--- src/rtl/sct_pkg.sv ---
package sct_pkg;
  typedef enum logic [1:0] {
    AL_VALUE  = 2'd0,
    AL_SET    = 2'd1,
    AL_CLEAR  = 2'd2,
    AL_TOGGLE = 2'd3
  } alias_e;
endpackage

--- src/rtl/sct_alias_decode.sv ---
module sct_alias_decode
  import sct_pkg::*;
#(
  parameter int NUM_REGS = 4,
  parameter int IDX_W    = 2,
  parameter int ADDR_W   = IDX_W + 4
) (
  input  logic [ADDR_W-1:0] addr,
  output logic [IDX_W-1:0]  idx,
  output alias_e            op,
  output logic              hit
);
  always_comb begin
    idx = addr[ADDR_W-1:4];
    op  = alias_e'(addr[3:2]);
    hit = (int'(addr[ADDR_W-1:4]) < NUM_REGS);
  end
endmodule

--- src/rtl/sct_reset_seq.sv ---
module sct_reset_seq #(
  parameter int RST_DELAY = 16,
  localparam int CNT_W    = $clog2(RST_DELAY + 1)
) (
  input  logic clk,
  input  logic rst,
  input  logic soft_rst,
  output logic gate_set
);
  logic [CNT_W-1:0] cnt;
  logic             done;

  assign gate_set = soft_rst && !done && (cnt == CNT_W'(RST_DELAY - 1));

  always_ff @(posedge clk) begin
    if (rst || !soft_rst) begin
      cnt  <= '0;
      done <= 1'b0;
    end else if (!done) begin
      if (gate_set) done <= 1'b1;
      else          cnt  <= cnt + 1'b1;
    end
  end

  // completion is flagged once, then the sequencer stays quiet
  a_r7_done_after_set: assert property (@(posedge clk) disable iff (rst)
    gate_set && soft_rst |=> done);
  a_r7_one_shot: assert property (@(posedge clk) disable iff (rst)
    done |-> !gate_set);
  a_r7_idle_when_released: assert property (@(posedge clk) disable iff (rst)
    !soft_rst |=> !done);
endmodule

--- src/rtl/sct_core_model.sv ---
module sct_core_model #(
  parameter int CORE_W = 16
) (
  input  logic              clk,
  input  logic              rst,
  input  logic              core_rst,
  input  logic              clk_en,
  output logic [CORE_W-1:0] count
);
  always_ff @(posedge clk) begin
    if (rst || core_rst) count <= '0;
    else if (clk_en)     count <= count + 1'b1;
  end

  // a gated core holds its state
  a_r9_gated_hold: assert property (@(posedge clk) disable iff (rst)
    !clk_en && !core_rst |=> $stable(count));
  a_r9_reset_clears: assert property (@(posedge clk) disable iff (rst)
    core_rst |=> count == '0);
endmodule

--- src/rtl/sct_regfile.sv ---
module sct_regfile
  import sct_pkg::*;
#(
  parameter int DATA_W    = 32,
  parameter int NUM_REGS  = 4,
  parameter int RST_DELAY = 16,
  parameter int CORE_W    = 16,
  localparam int IDX_W    = (NUM_REGS > 1) ? $clog2(NUM_REGS) : 1,
  localparam int ADDR_W   = IDX_W + 4
) (
  input  logic              clk,
  input  logic              rst,
  input  logic              wr_en,
  input  logic              rd_en,
  input  logic [ADDR_W-1:0] addr,
  input  logic [DATA_W-1:0] wdata,
  output logic [DATA_W-1:0] rdata,
  output logic              core_rst,
  output logic              core_clk_en,
  output logic [CORE_W-1:0] core_count
);
  localparam int SFT_BIT  = DATA_W - 1;
  localparam int GATE_BIT = DATA_W - 2;
  localparam logic [DATA_W-1:0] REG0_INIT = {2'b11, {(DATA_W-2){1'b0}}};
  localparam logic [DATA_W-1:0] TOP_MASK  = REG0_INIT;

  logic [DATA_W-1:0] bank     [NUM_REGS];
  logic [DATA_W-1:0] bank_nxt [NUM_REGS];
  logic [IDX_W-1:0]  dec_idx;
  alias_e            dec_op;
  logic              dec_hit;
  logic              gate_set;
  logic              sft_now, gate_now;

  assign sft_now  = bank[0][SFT_BIT];
  assign gate_now = bank[0][GATE_BIT];

  sct_alias_decode #(.NUM_REGS(NUM_REGS), .IDX_W(IDX_W), .ADDR_W(ADDR_W)) i_decode (
    .addr (addr),
    .idx  (dec_idx),
    .op   (dec_op),
    .hit  (dec_hit)
  );

  sct_reset_seq #(.RST_DELAY(RST_DELAY)) i_seq (
    .clk      (clk),
    .rst      (rst),
    .soft_rst (sft_now),
    .gate_set (gate_set)
  );

  function automatic logic [DATA_W-1:0] apply_alias(
    input logic [DATA_W-1:0] cur, input alias_e op, input logic [DATA_W-1:0] d);
    case (op)
      AL_SET:    return cur | d;
      AL_CLEAR:  return cur & ~d;
      AL_TOGGLE: return cur ^ d;
      default:   return d;
    endcase
  endfunction

  always_comb begin
    for (int k = 0; k < NUM_REGS; k++) begin
      bank_nxt[k] = bank[k];
      if (wr_en && dec_hit && (int'(dec_idx) == k))
        bank_nxt[k] = apply_alias(bank[k], dec_op, wdata);
      if (k == 0) begin
        if (gate_set) bank_nxt[0][GATE_BIT] = 1'b1;
        if (sft_now)  bank_nxt[0] = bank_nxt[0] & TOP_MASK;
      end else begin
        if (sft_now)       bank_nxt[k] = '0;
        else if (gate_now) bank_nxt[k] = bank[k];
      end
    end
  end

  always_ff @(posedge clk) begin
    if (rst) begin
      for (int k = 0; k < NUM_REGS; k++) bank[k] <= (k == 0) ? REG0_INIT : '0;
    end else begin
      for (int k = 0; k < NUM_REGS; k++) bank[k] <= bank_nxt[k];
    end
  end

  always_ff @(posedge clk) begin
    if (rst)         rdata <= '0;
    else if (rd_en)  rdata <= dec_hit ? bank[dec_idx] : '0;
  end

  assign core_rst    = sft_now;
  assign core_clk_en = !gate_now;

  sct_core_model #(.CORE_W(CORE_W)) i_core (
    .clk      (clk),
    .rst      (rst),
    .core_rst (core_rst),
    .clk_en   (core_clk_en),
    .count    (core_count)
  );

  // read data only moves after a strobe
  a_r10_rdata_hold: assert property (@(posedge clk) disable iff (rst)
    !rd_en |=> $stable(rdata));
  // the gate only rises through the sequencer or a bus write to register 0
  a_r7_gate_source: assert property (@(posedge clk) disable iff (rst)
    !gate_now && !gate_set && !(wr_en && dec_hit && dec_idx == '0) |=> !gate_now);

  for (genvar g = 1; g < NUM_REGS; g++) begin : g_chk
    // soft reset clears the other registers
    a_r6_held_zero: assert property (@(posedge clk) disable iff (rst)
      sft_now |=> bank[g] == '0);
    // gated writes are dropped
    a_r8_gated_write: assert property (@(posedge clk) disable iff (rst)
      wr_en && dec_hit && int'(dec_idx) == g && gate_now && !sft_now |=> $stable(bank[g]));
  end
endmodule

--- config.mk ---
export PLATFORM = sky130hd
export DESIGN_NAME = sct_regfile
export DESIGN_NICKNAME = d
export VERILOG_FILES = /design/src/rtl/sct_pkg.sv /design/src/rtl/sct_alias_decode.sv /design/src/rtl/sct_reset_seq.sv /design/src/rtl/sct_core_model.sv /design/src/rtl/sct_regfile.sv
export SDC_FILE = /design/constraint.sdc
export NUM_CORES = 1
export LEC_CHECK = 0
export BUFFER_PORTS_ARGS = -buffer_cell sky130_fd_sc_hd__buf_2
export CORE_ASPECT_RATIO = 0.9
export CORE_MARGIN = 10
export CORE_UTILIZATION = 30
export DETAILED_ROUTE_END_ITERATION = 6
export HOLD_SLACK_MARGIN = 0.06
export PLACE_DENSITY_LB_ADDON = 0.3
export SYNTH_ARGS = -nofsm -noshare
export SYNTH_HDL_FRONTEND = slang
export SYNTH_SLANG_ARGS = --single-unit
--- constraint.sdc ---
create_clock -name clk -period 1.7 [get_ports clk]
set_input_delay 0.255 -clock clk [delete_from_list [all_inputs] [get_ports clk]]
set_output_delay 0.255 -clock clk [all_outputs]
set_load 0.02 [all_outputs]
==> reports/summary.txt, run 1 <==
Top-level port count: 92
Critical Path Sink Type: primary output
Hold WS: 0.194 ns
Yosys reg bits: 182
Primary FF master, synth: dfxtp_1
Critical-path maximum fanout: 6
Post-DP HPWL: 27300 µm
Xor/xnor share of the synthesized area: 0.887%
DRC violations left: 0
FFs w/ async S/R, synth: 0%
Hold Crit Start: wr_en
Most frequent cell after synthesis: ha_1
# setup viols final: 0
Pleak: 7.24 nW
Synthesized area: 14800 µm²
Rows: 77
Total grt overflow: 0
Commonest cells post-synth: ha_1, nor2_1, o21ai_0, dfxtp_1, inv_1
Crit path time final: 1.60 ns
Maxcap violations: 0
WP data arrival: 1.34 ns
Yosys cell types: 34
Pre-antenna DRT Iters: 5
Vias per cell: 4.99
Setup TNS: 0 ns
Nets: 2161
FF-to-FF path depth: 5
Post-synth top area share: 24.6%
Final Hold Viols: 0
Overall routing resource usage: 14.1%
Crit path required time: 1.44 ns
Die ar.: 58700 µm²
Worst flop-to-flop path endpoint: i_core.count[14]
Global-route wire length before repair: 66100 µm
Register area share after synthesis: 24.6%
Syn_nets: 2115
I/O Buffers: 89
CORE AREA: 48900 µm²
Fin util: 34.3%
Die width: 254 µm
Actual slew at the worst max-slew pin: 0.479 ns
Hold path endpoint: bank[0][30]
Post-synthesis mux area share: 15.8%
Main combinational cell family by area after synthesis: adder cells
Via count: 12500
Reg2reg setup slack: 0.11 ns
FMAX: 0.626 GHz
Vias in the first global route: 12100
Chip height: 231 µm
Root Driver: clkbuf_16
Clock sink count: 182
Hold depth: 4
VDD IR max: 0.723 mV
Layout area overhead: 13.5%
Clock Skews: 0.0107 ns
Initial antenna violation count: 4
Min-delay worst type: input port to flip-flop
CTS tree: yes
Status: completed
PD cells: 595 nW/µm²
Layout cells sized above 1: 12.7%
Startpoint Class: flip-flop
RSZ-0062 raised after global routing: no
WL/cell: 16.3 µm
Worst-Skew Late Latency: 0.49 ns
Initial Util: 30.3%
Max-slew violation count: 0
Initial DRC count: 772
Post-synth EDFFs: 0
Dpl cell area: 16200 µm²
Worst-path clk slew: 0.07 ns
DRT antenna net count: 0
Total setup buffers inserted after CTS: 0
Fill cells: 4976
Cells after Synth: 1814
Syn_area_per_cell: 8.17 µm²
Total CTS buffers: 17
Reg2reg start: bank[0][30]
Clk buf depth: 2
Post-synth top area cell: dfxtp_1
Top cells by area, synth: dfxtp_1, ha_1, mux2i_1, o21ai_0, nor2_1
Critical setup path kind: flip-flop to primary output
Post-route cell area: 16800 µm²
CTS H-tree lvls: 4
Routability congestion estimate: 0.751
Period utilization: 93.9%
Compound-Gate Fraction of Synth Area: 14.6%
Yosys warnings: 0
Largest net degree at the start of global routing: 73
Max-slew headroom: 68.1%
Final WL: 40800 µm
Area share of fa/ha/maj cells after synthesis: 21.9%
Simple-gate area share of the yosys netlist: 12.9%
==> cells by family (layout without fill, tap and decap cells) <==
| family | Yosys count | after routing |
|---|---|---|
| AND/OR/NAND/NOR | 467 | 467 |
| AO/OA/AOI/OAI | 403 | 403 |
| buffers and inverters | 294 | 353 |
| adder cells (fa/ha/maj) | 259 | 259 |
| multiplexers | 194 | 194 |
| flip-flops | 182 | 182 |
| XOR/XNOR | 15 | 15 |
| other | 0 | 1 |
==> registers in the layout (all words and copies together), names as in the netlist <==
signal / cells
rdata: 32
i_seq.done: 1
i_seq.cnt: 5
i_core.count: 16
bank: 128
==> power by group <==
part           switching, mW  internal, mW  total [mW]
Combinational          0.984         0.641        1.62
Clock                   2.01          2.06        4.08
Sequential            0.0188          4.27        4.29
Total                   3.02          6.98        10.0
==> timing repair <==
action	4_1_cts	5_1_grt
cloned	0	0
setup endpoints to repair	1	2
hold buffers	0	0
gates resized for setup	1	3
==> layer usage <==
metal  GRT usage (%)  part of all wire [%]
met5               0                 0.076
met4            4.82                   2.0
met3            3.21                   5.0
met2            22.9                    46
met1            17.9                    47
==> through the flow <==
stage / instances / setup WS (ns) / power, mW
floorplan: 1814 / 0.0961 / 5.53
global placement: 2473 / 0.0278 / 5.95
detailed placement: 2473 / 0.0306 / 6.02
CTS: 2505 / 0.0815 / 10.2
global route: 2506 / 0.00515 / 10.5
finish: 2506 / 0.103 / 10.0
==> layout make-up <==
class	count	area, µm²	area share [%]
flip-flops and latches	182	3640	21.7
repair buffers	158	1360	8.08
diodes	1	2.50	0.0149
clock inverters	14	125	0.744
clock buffers	18	439	2.61
well taps	632	791	4.70
multi-input cells	1338	9840	58.5
inverters	163	612	3.64
==> cells in the final DEF (no fill, tap or decap), types with 55 or more instances in the layout <==
| cell | synthesis | final |
|---|---|---|
| a211oi_1 | 55 | 55 |
| a21oi_1 | 142 | 142 |
| buf_2 | 30 | 86 |
| dfxtp_1 | 182 | 181 |
| ha_1 | 259 | 259 |
| inv_1 | 163 | 163 |
| mux2i_1 | 162 | 162 |
| nand2_1 | 136 | 134 |
| nand3_1 | 68 | 66 |
| nor2_1 | 238 | 236 |
| o21ai_0 | 193 | 193 |
==> worst max-delay path, stage by stage, from the launching register on <==
cell     delay [ns]
dfxtp_1        0.50
inv_1          0.17
buf_2          0.19
==> how the worst max path moves through the flow <==
stage / from / slack, ns / cells past startpoint / to
floorplan: i_seq.cnt[0] / 0.1 / 7 / i_seq.cnt[3]
CTS: bank[0][30] / 0.08 / 2 / core_clk_en
global route: bank[0][30] / 0.005 / 5 / i_core.count[14]
detailed placement: addr[4] / 0.03 / 5 / rdata[20]
global placement: addr[4] / 0.03 / 5 / rdata[17]
finish: bank[0][30] / 0.10 / 2 / core_clk_en
Note: power is estimated with default switching activity, not from simulation.
==> run 2, diff against run 1 <==
ABC_AREA = 1   (was unset)
clock period = 1.9 ns   (was 1.7 ns; I/O delays follow)
==> run 2 against run 1 <==
The run now ends with DRC left. Critical path depth rose by 1. Core utilization is 0.34 points lower. Highest routed layer is now met4. Worst hold slack worse by 0.087 ns. Critical path type unchanged. Clock skew down 0.0014 ns.
==> reports/summary.txt, run 2 <==
Pleak: 7.06 nW (-2.6%)
Clk buf depth: 2 (unchanged)
Crit path required time: 1.62 ns (+0.18 ns)
Initial Util: 30.2% (-0.075 points)
Biggest regs: bank: 128 flops, rdata: 32 flops, i_core.count: 16 flops
CTS tree: yes
Biggest register: bank
Sequential share of power: 43.0% (about the same)
Final Hold Viols: 0 (unchanged)
Pre-antenna DRT Iters: 7 (+2)
Yosys cell types: 27 (-21%)
PD cells: 575 nW/µm² (-3.3%)
Layout area overhead: 12.6%
Root Driver: clkbuf_16
GR Util met1: 19.9% (+2.0 points)
Initial DRC count: 986 (+28%)
DRT antenna net count: 0 (unchanged)
GR Util met3: 2.24% (-0.97 points)
GRT Max-Usage Layer: met2
Clock Power Share: 42.2% (+1.4 points)
Die ar.: 55700 µm² (-5.1%)
Rows: 75 (-2.6%)
Total setup buffers inserted after CTS: 0 (unchanged)
Nets: 2399 (+11%)
Post-CTS Resized: 0 (-1)
Slowest CP cell: dfxtp_1
Largest net degree at the start of global routing: 89 (+22%)
# setup viols final: 0 (unchanged)
CTS H-tree lvls: 4 (unchanged)
Vias in the first global route: 13300 (+9.4%)
Initial antenna violation count: 1 (-3)
Layout cells sized above 1: 8.43% (-4.2 points)
Setup TNS: 0 ns (unchanged)
Worst path max stage delay: 0.32 ns (-0.18 ns)
Yosys reg bits: 182 (unchanged)
Fill cells: 4917 (-1.2%)
WP data arrival: 1.28 ns (-0.06 ns)
Min-delay worst type: input port to flip-flop
P_sw: 2.71 mW (-10%)
Cells after Synth: 2068 (+14%)
Register area share after synthesis: 26.0% (+1.4 points)
Critical-path maximum fanout: 12 (+6)
I/O Buffers: 89 (unchanged)
Critical Path Sink Type: primary output
Top-level port count: 92 (unchanged)
CORE AREA: 46400 µm² (-5.3%)
DRC violations left: 1 (+1)
Total grt overflow: 0 (unchanged)
Syn_area_per_cell: 6.77 µm² (-17%)
Period utilization: 82.2%
Worst path bufs/invs: 3 (+1)
Routability congestion estimate: 0.804 (+7.1%)
Yosys warnings: 0 (unchanged)
Hold WS: 0.107 ns (-0.0867 ns)
Int Power: 6.35 mW (-9.0%)
Vias per cell: 5.02 (+0.46%)
Critical setup path kind: flip-flop to primary output
Post-DP HPWL: 28600 µm (+5.0%)
VDD IR max: 0.566 mV (-22%)
Met2 Use GR: 27.5% (+4.6 points)
Overall routing resource usage: 16.0% (+2.0 points)
Combinational power share: 14.9% (-1.4 points)
FMAX: 0.640 GHz
Cell Count Post-Placement: 2695 (+9.0%)
Total power: 9.06 mW (-9.3%)
Leading cell type in the layout, fill and taps excluded: nand2_1
Crit path cell chain: inv_2, buf_4, buf_2
RSZ-0062 raised after global routing: no
Max-slew violation count: 0 (unchanged)
Global-route wire length before repair: 71200 µm (+7.6%)
FFs w/ async S/R, synth: 0% (unchanged)
CTS Hold Bufs: 0 (unchanged)
Primary FF master, synth: dfxtp_1
Max-slew headroom: 58.4% (-9.7 points)
Chip height: 225 µm (-2.6%)
Total CTS buffers: 17 (unchanged)
Most frequent cell after synthesis: nand2_1
Top cells by area, synth: dfxtp_1, ha_1, nand2_1, o21ai_0, nor2_1
Worst-Skew Late Latency: 0.46 ns (-0.03 ns)
Actual slew at the worst max-slew pin: 0.624 ns (+0.145 ns)
Status: complete, but fails checks
Largest delay share family, worst path: buffers and inverters
Reg2reg setup slack: 0.35 ns (+0.24 ns)
Via count: 13700 (+9.4%)
Commonest cells post-synth: nand2_1, ha_1, nor2_1, inv_1, o21ai_0
Net Sw Frac: 29.9% (-0.25 points)
Synthesized area: 14000 µm² (-5.5%)
Most frequent cells in the layout: nand2_1, ha_1, nor2_1
Clock sink count: 182 (unchanged)
WL/cell: 16.5 µm (+1.6%)
Startpoint Class: flip-flop
Final Instance Count excl. Fillers: 2729 (+8.9%)
Clock Skews: 0.00934 ns (-0.00139 ns)
Failing checks: DRC
Post-synth EDFFs: 0 (unchanged)
Post-synth top area share: 26.0% (+1.4 points)
Crit path time final: 1.56 ns
Die width: 248 µm (-2.6%)
Max FFs per register: 128 (unchanged)
Syn_nets: 2369 (+12%)
Post-synth top area cell: dfxtp_1
Worst-path clk slew: 0.08 ns (about the same)
Final WL: 45100 µm (+11%)
Maxcap violations: 0 (unchanged)
-- run 2: layout make-up --
type	count	area, µm²	share of cell area [%]
Antenna cell	2	5.00	0.0318
Clock inverter	11	120	0.762
Multi-Input combinational cell	1554	8990	57.0
Timing Repair Buffer	125	931	5.91
Tap cell	616	771	4.89
Sequential cell	182	3640	23.1
Inverter	218	821	5.21
Clock buffer	21	480	3.05
-- run 2: stage by stage --
stage | util (%) | cell area [µm²] | setup slack [ns]
global route | 34.0 | 15800 | 0.195
detailed placement | 32.7 | 15200 | 0.220
CTS | 34.0 | 15800 | 0.296
global placement | 32.7 | 15200 | 0.275
floorplan | - | 14000 | 0.514
finish | 34.0 | 15800 | 0.337
-- run 2: cell families (layout without fill, tap and decap cells) --
family          after synthesis  count (layout)  synth area share [%]
fa+ha+maj                   259             259                  23.2
compound gates              337             337                  13.1
flops                       182             182                  26.0
buf+inv                     332             375                  9.87
other cells                   0               2                     0
simple gates                958             958                  27.8
-- run 2: routing by layer --
layer	routed length [µm]	share of wire (%)
met4	933	2.1
met3	2020	4.5
met5	0	0
met2	22000	49
met1	20100	45
-- run 2: path summary, 6_finish.rpt --
kind	to	cells after the start	from
hold / removal	i_seq.done	2	rst
hold reg to reg	i_seq.cnt[3]	1	i_seq.cnt[3]
setup / recovery	core_clk_en	3	bank[0][30]
setup reg to reg	i_seq.cnt[4]	9	i_seq.cnt[0]
-- run 2: power by group through the flow --
stage,Combinational (mW),Clock [mW],Sequential [mW]
final,1.35,3.82,3.89
after global routing,1.50,4.06,3.90
after CTS,1.36,3.93,3.89
after detailed placement,1.35,0,3.98
after global placement,1.30,0,3.98
after floorplan,0.820,0,4.02
==> run 3, diff against run 2 <==
clock period = 1.6 ns   (was 1.9 ns; I/O delays follow)
==> run 3 against run 2 <==
The flow now finishes without violations. Final area grew 1.5%. Sequential cell count is the same. Sequential share of layout area shrank 0.34 points. Total power grew 20%. Die area is the same. Global-route usage is essentially flat. Critical path type unchanged. Critical endpoint unchanged. Setup slack lost 0.27 ns. Critical path depth is the same. Non-clock buffer count grew 27.
==> reports/summary.txt, run 3 (same netlist as run 2, synthesis figures left out) <==
Status: completed
Post-route setup slack: 0.0721 ns (-0.265 ns)
Worst-path clk slew: 0.08 ns (about the same)
Actual slew at the worst max-slew pin: 0.704 ns (+0.0805 ns)
Pleak: 7.18 nW (+1.8%)
Place WS: 0.0248 ns (-0.196 ns)
Critical setup path kind: flip-flop to primary output
Maxcap violations: 0 (unchanged)
Vias per cell: 4.96 (-1.2%)
Min-delay worst type: input port to flip-flop
Chip height: 225 µm (unchanged)
Total setup buffers inserted after CTS: 0 (unchanged)
Period utilization: 95.5%
Final Hold Viols: 0 (unchanged)
Worst-Skew Late Latency: 0.46 ns (about the same)
Net Sw Frac: 30.1% (+0.15 points)
Layout cells sized above 1: 9.59% (+1.2 points)
Largest net degree at the start of global routing: 65 (-27%)
# setup viols final: 0 (unchanged)
Rows: 75 (unchanged)
Combinational power share: 15.3% (+0.4 points)
CTS tree: yes
Die width: 248 µm (unchanged)
Leading cell type in the layout, fill and taps excluded: nand2_1
CORE AREA: 46400 µm² (unchanged)
Initial antenna violation count: 1 (unchanged)
Top-level port count: 92 (unchanged)
Most frequent cells in the layout: nand2_1, ha_1, nor2_1
Biggest regs: bank: 128 flops, rdata: 32 flops, i_core.count: 16 flops
Root Driver: clkbuf_16
Via count: 13700 (-0.28%)
Register Area: 3640 µm² (about the same)
GR Util met3: 2.68% (+0.44 points)
DRC violations left: 0 (-1)
Post-DP HPWL: 29700 µm (+3.8%)
Hold WS: 0.156 ns (+0.0487 ns)
Nets: 2426 (+1.1%)
Met2 Use GR: 26.6% (-0.91 points)
P_sw: 3.26 mW (+20%)
GR Util met1: 19.7% (-0.22 points)
Clk buf depth: 2 (unchanged)
VDD IR max: 0.621 mV (+9.6%)
I/O Buffers: 89 (unchanged)
Layout area overhead: 14.3%
Die ar.: 55700 µm² (unchanged)
GRT Max-Usage Layer: met2
CTS H-tree lvls: 4 (unchanged)
Total grt overflow: 0 (unchanged)
Initial Util: 30.2% (unchanged)
Routability congestion estimate: 0.814 (+1.3%)
Total CTS buffers: 17 (unchanged)
Clock Skews: 0.00826 ns (-0.00108 ns)
Vias in the first global route: 13300 (+0.71%)
Final WL: 45000 µm (-0.24%)
Worst path bufs/invs: 3 (unchanged)
Clock Power Share: 42.1% (about the same)
Critical-path maximum fanout: 10 (-2)
Fin util: 34.5% (+0.53 points)
Biggest register: bank
Area of the multi-input gates: 8990 µm² (about the same)
WL/cell: 16.3 µm (-1.1%)
DRT antenna net count: 0 (unchanged)
Setup TNS: 0 ns (unchanged)
Overall routing resource usage: 16.0% (-0.047 points)
Fill cells: 4879 (-0.77%)
Pre-antenna DRT Iters: 5 (-2)
Global-route wire length before repair: 71200 µm (about the same)
Max FFs per register: 128 (unchanged)
WP data arrival: 1.29 ns (about the same)
RSZ-0062 raised after global routing: yes
Critical Path Sink Type: primary output
Max-slew headroom: 53.1% (-5.3 points)
Sequential share of power: 42.6% (-0.4 points)
Startpoint Class: flip-flop
Clock sink count: 182 (unchanged)
Crit path cell chain: inv_2, buf_4, buf_2
PD cells: 677 nW/µm² (+18%)
Int Power: 7.57 mW (+19%)
FMAX: 0.654 GHz
Worst path max stage delay: 0.32 ns (about the same)
Initial DRC count: 907 (-8.0%)
Largest delay share family, worst path: buffers and inverters
Slowest CP cell: dfxtp_1
Max-slew violation count: 0 (unchanged)
Crit path required time: 1.36 ns (-0.26 ns)
Crit path time final: 1.53 ns
run 3: cell count changes in the layout (fill, tap and decap cells not counted), moves of 2 or more:
cell / delta
o21ai_0: -2
o21ai_1: +2
clkinv_2: -4
buf_12: +3
buf_4: +23
clkinvlp_4: +5
run 3: worst reg2reg max path: stages (launching register included):
cell and delay (ns):
dfxtp_2 0.34, ha_1 0.20, nand2_1 0.09, nor2_1 0.05, ha_1 0.17, nand2_1 0.09
nand2_2 0.08, inv_1 0.16, o21ai_1 0.08, a21oi_1 0.12
run 3: area by class of cell:
cell class              count  area share (%)
diodes                      1          0.0156
flip-flops and latches    182            22.8
multi-input cells        1554            56.2
well taps                 616            4.82
clock buffers              21            3.00
inverters                 218            5.13
repair buffers            152            7.33
clock inverters            10           0.750
run 3: worst paths after layout:
check / startpoint / cells after the start / slack, ns / endpoint
min: wdata[11] / 3 / 0.16 / bank[0][11]
min reg2reg: i_seq.cnt[0] / 1 / 0.45 / i_seq.cnt[0]
max: bank[0][30] / 3 / 0.07 / core_clk_en
max reg2reg: i_seq.cnt[0] / 9 / 0.16 / i_seq.cnt[0]
run 3: power by group through the flow:
stage                     Clock [mW]  Sequential, mW  Combinational [mW]
after global routing            4.77            4.63                1.85
after CTS                       4.64            4.62                1.66
final                           4.56            4.62                1.66
after detailed placement           0            4.73                1.66
after floorplan                    0            4.77               0.974
after global placement             0            4.72                1.60
run 3: repair_timing:
item | CTS | global route
hold buffers | 1 | 0
hold endpoints to repair | 2 | 0
resized for setup | 0 | 4
setup endpoints to repair | 0 | 5
run 3: layer usage:
layer | vias to the layer above | share of wire, %
met4 | 2 | 3.2
met5 | - | 0.029
li1 | 6828 | -
met1 | 6443 | 46
met2 | 295 | 46
met3 | 85 | 4.2
run 3: stage by stage:
stage	instances	power [mW]	area [µm²]
4_1_cts	2753	10.9	16000
3_5_place_dp	2721	6.38	15400
2_1_floorplan	2068	5.75	14000
5_1_grt	2753	11.2	16000
3_3_place_gp	2721	6.32	15400
6_report	2754	10.8	16000
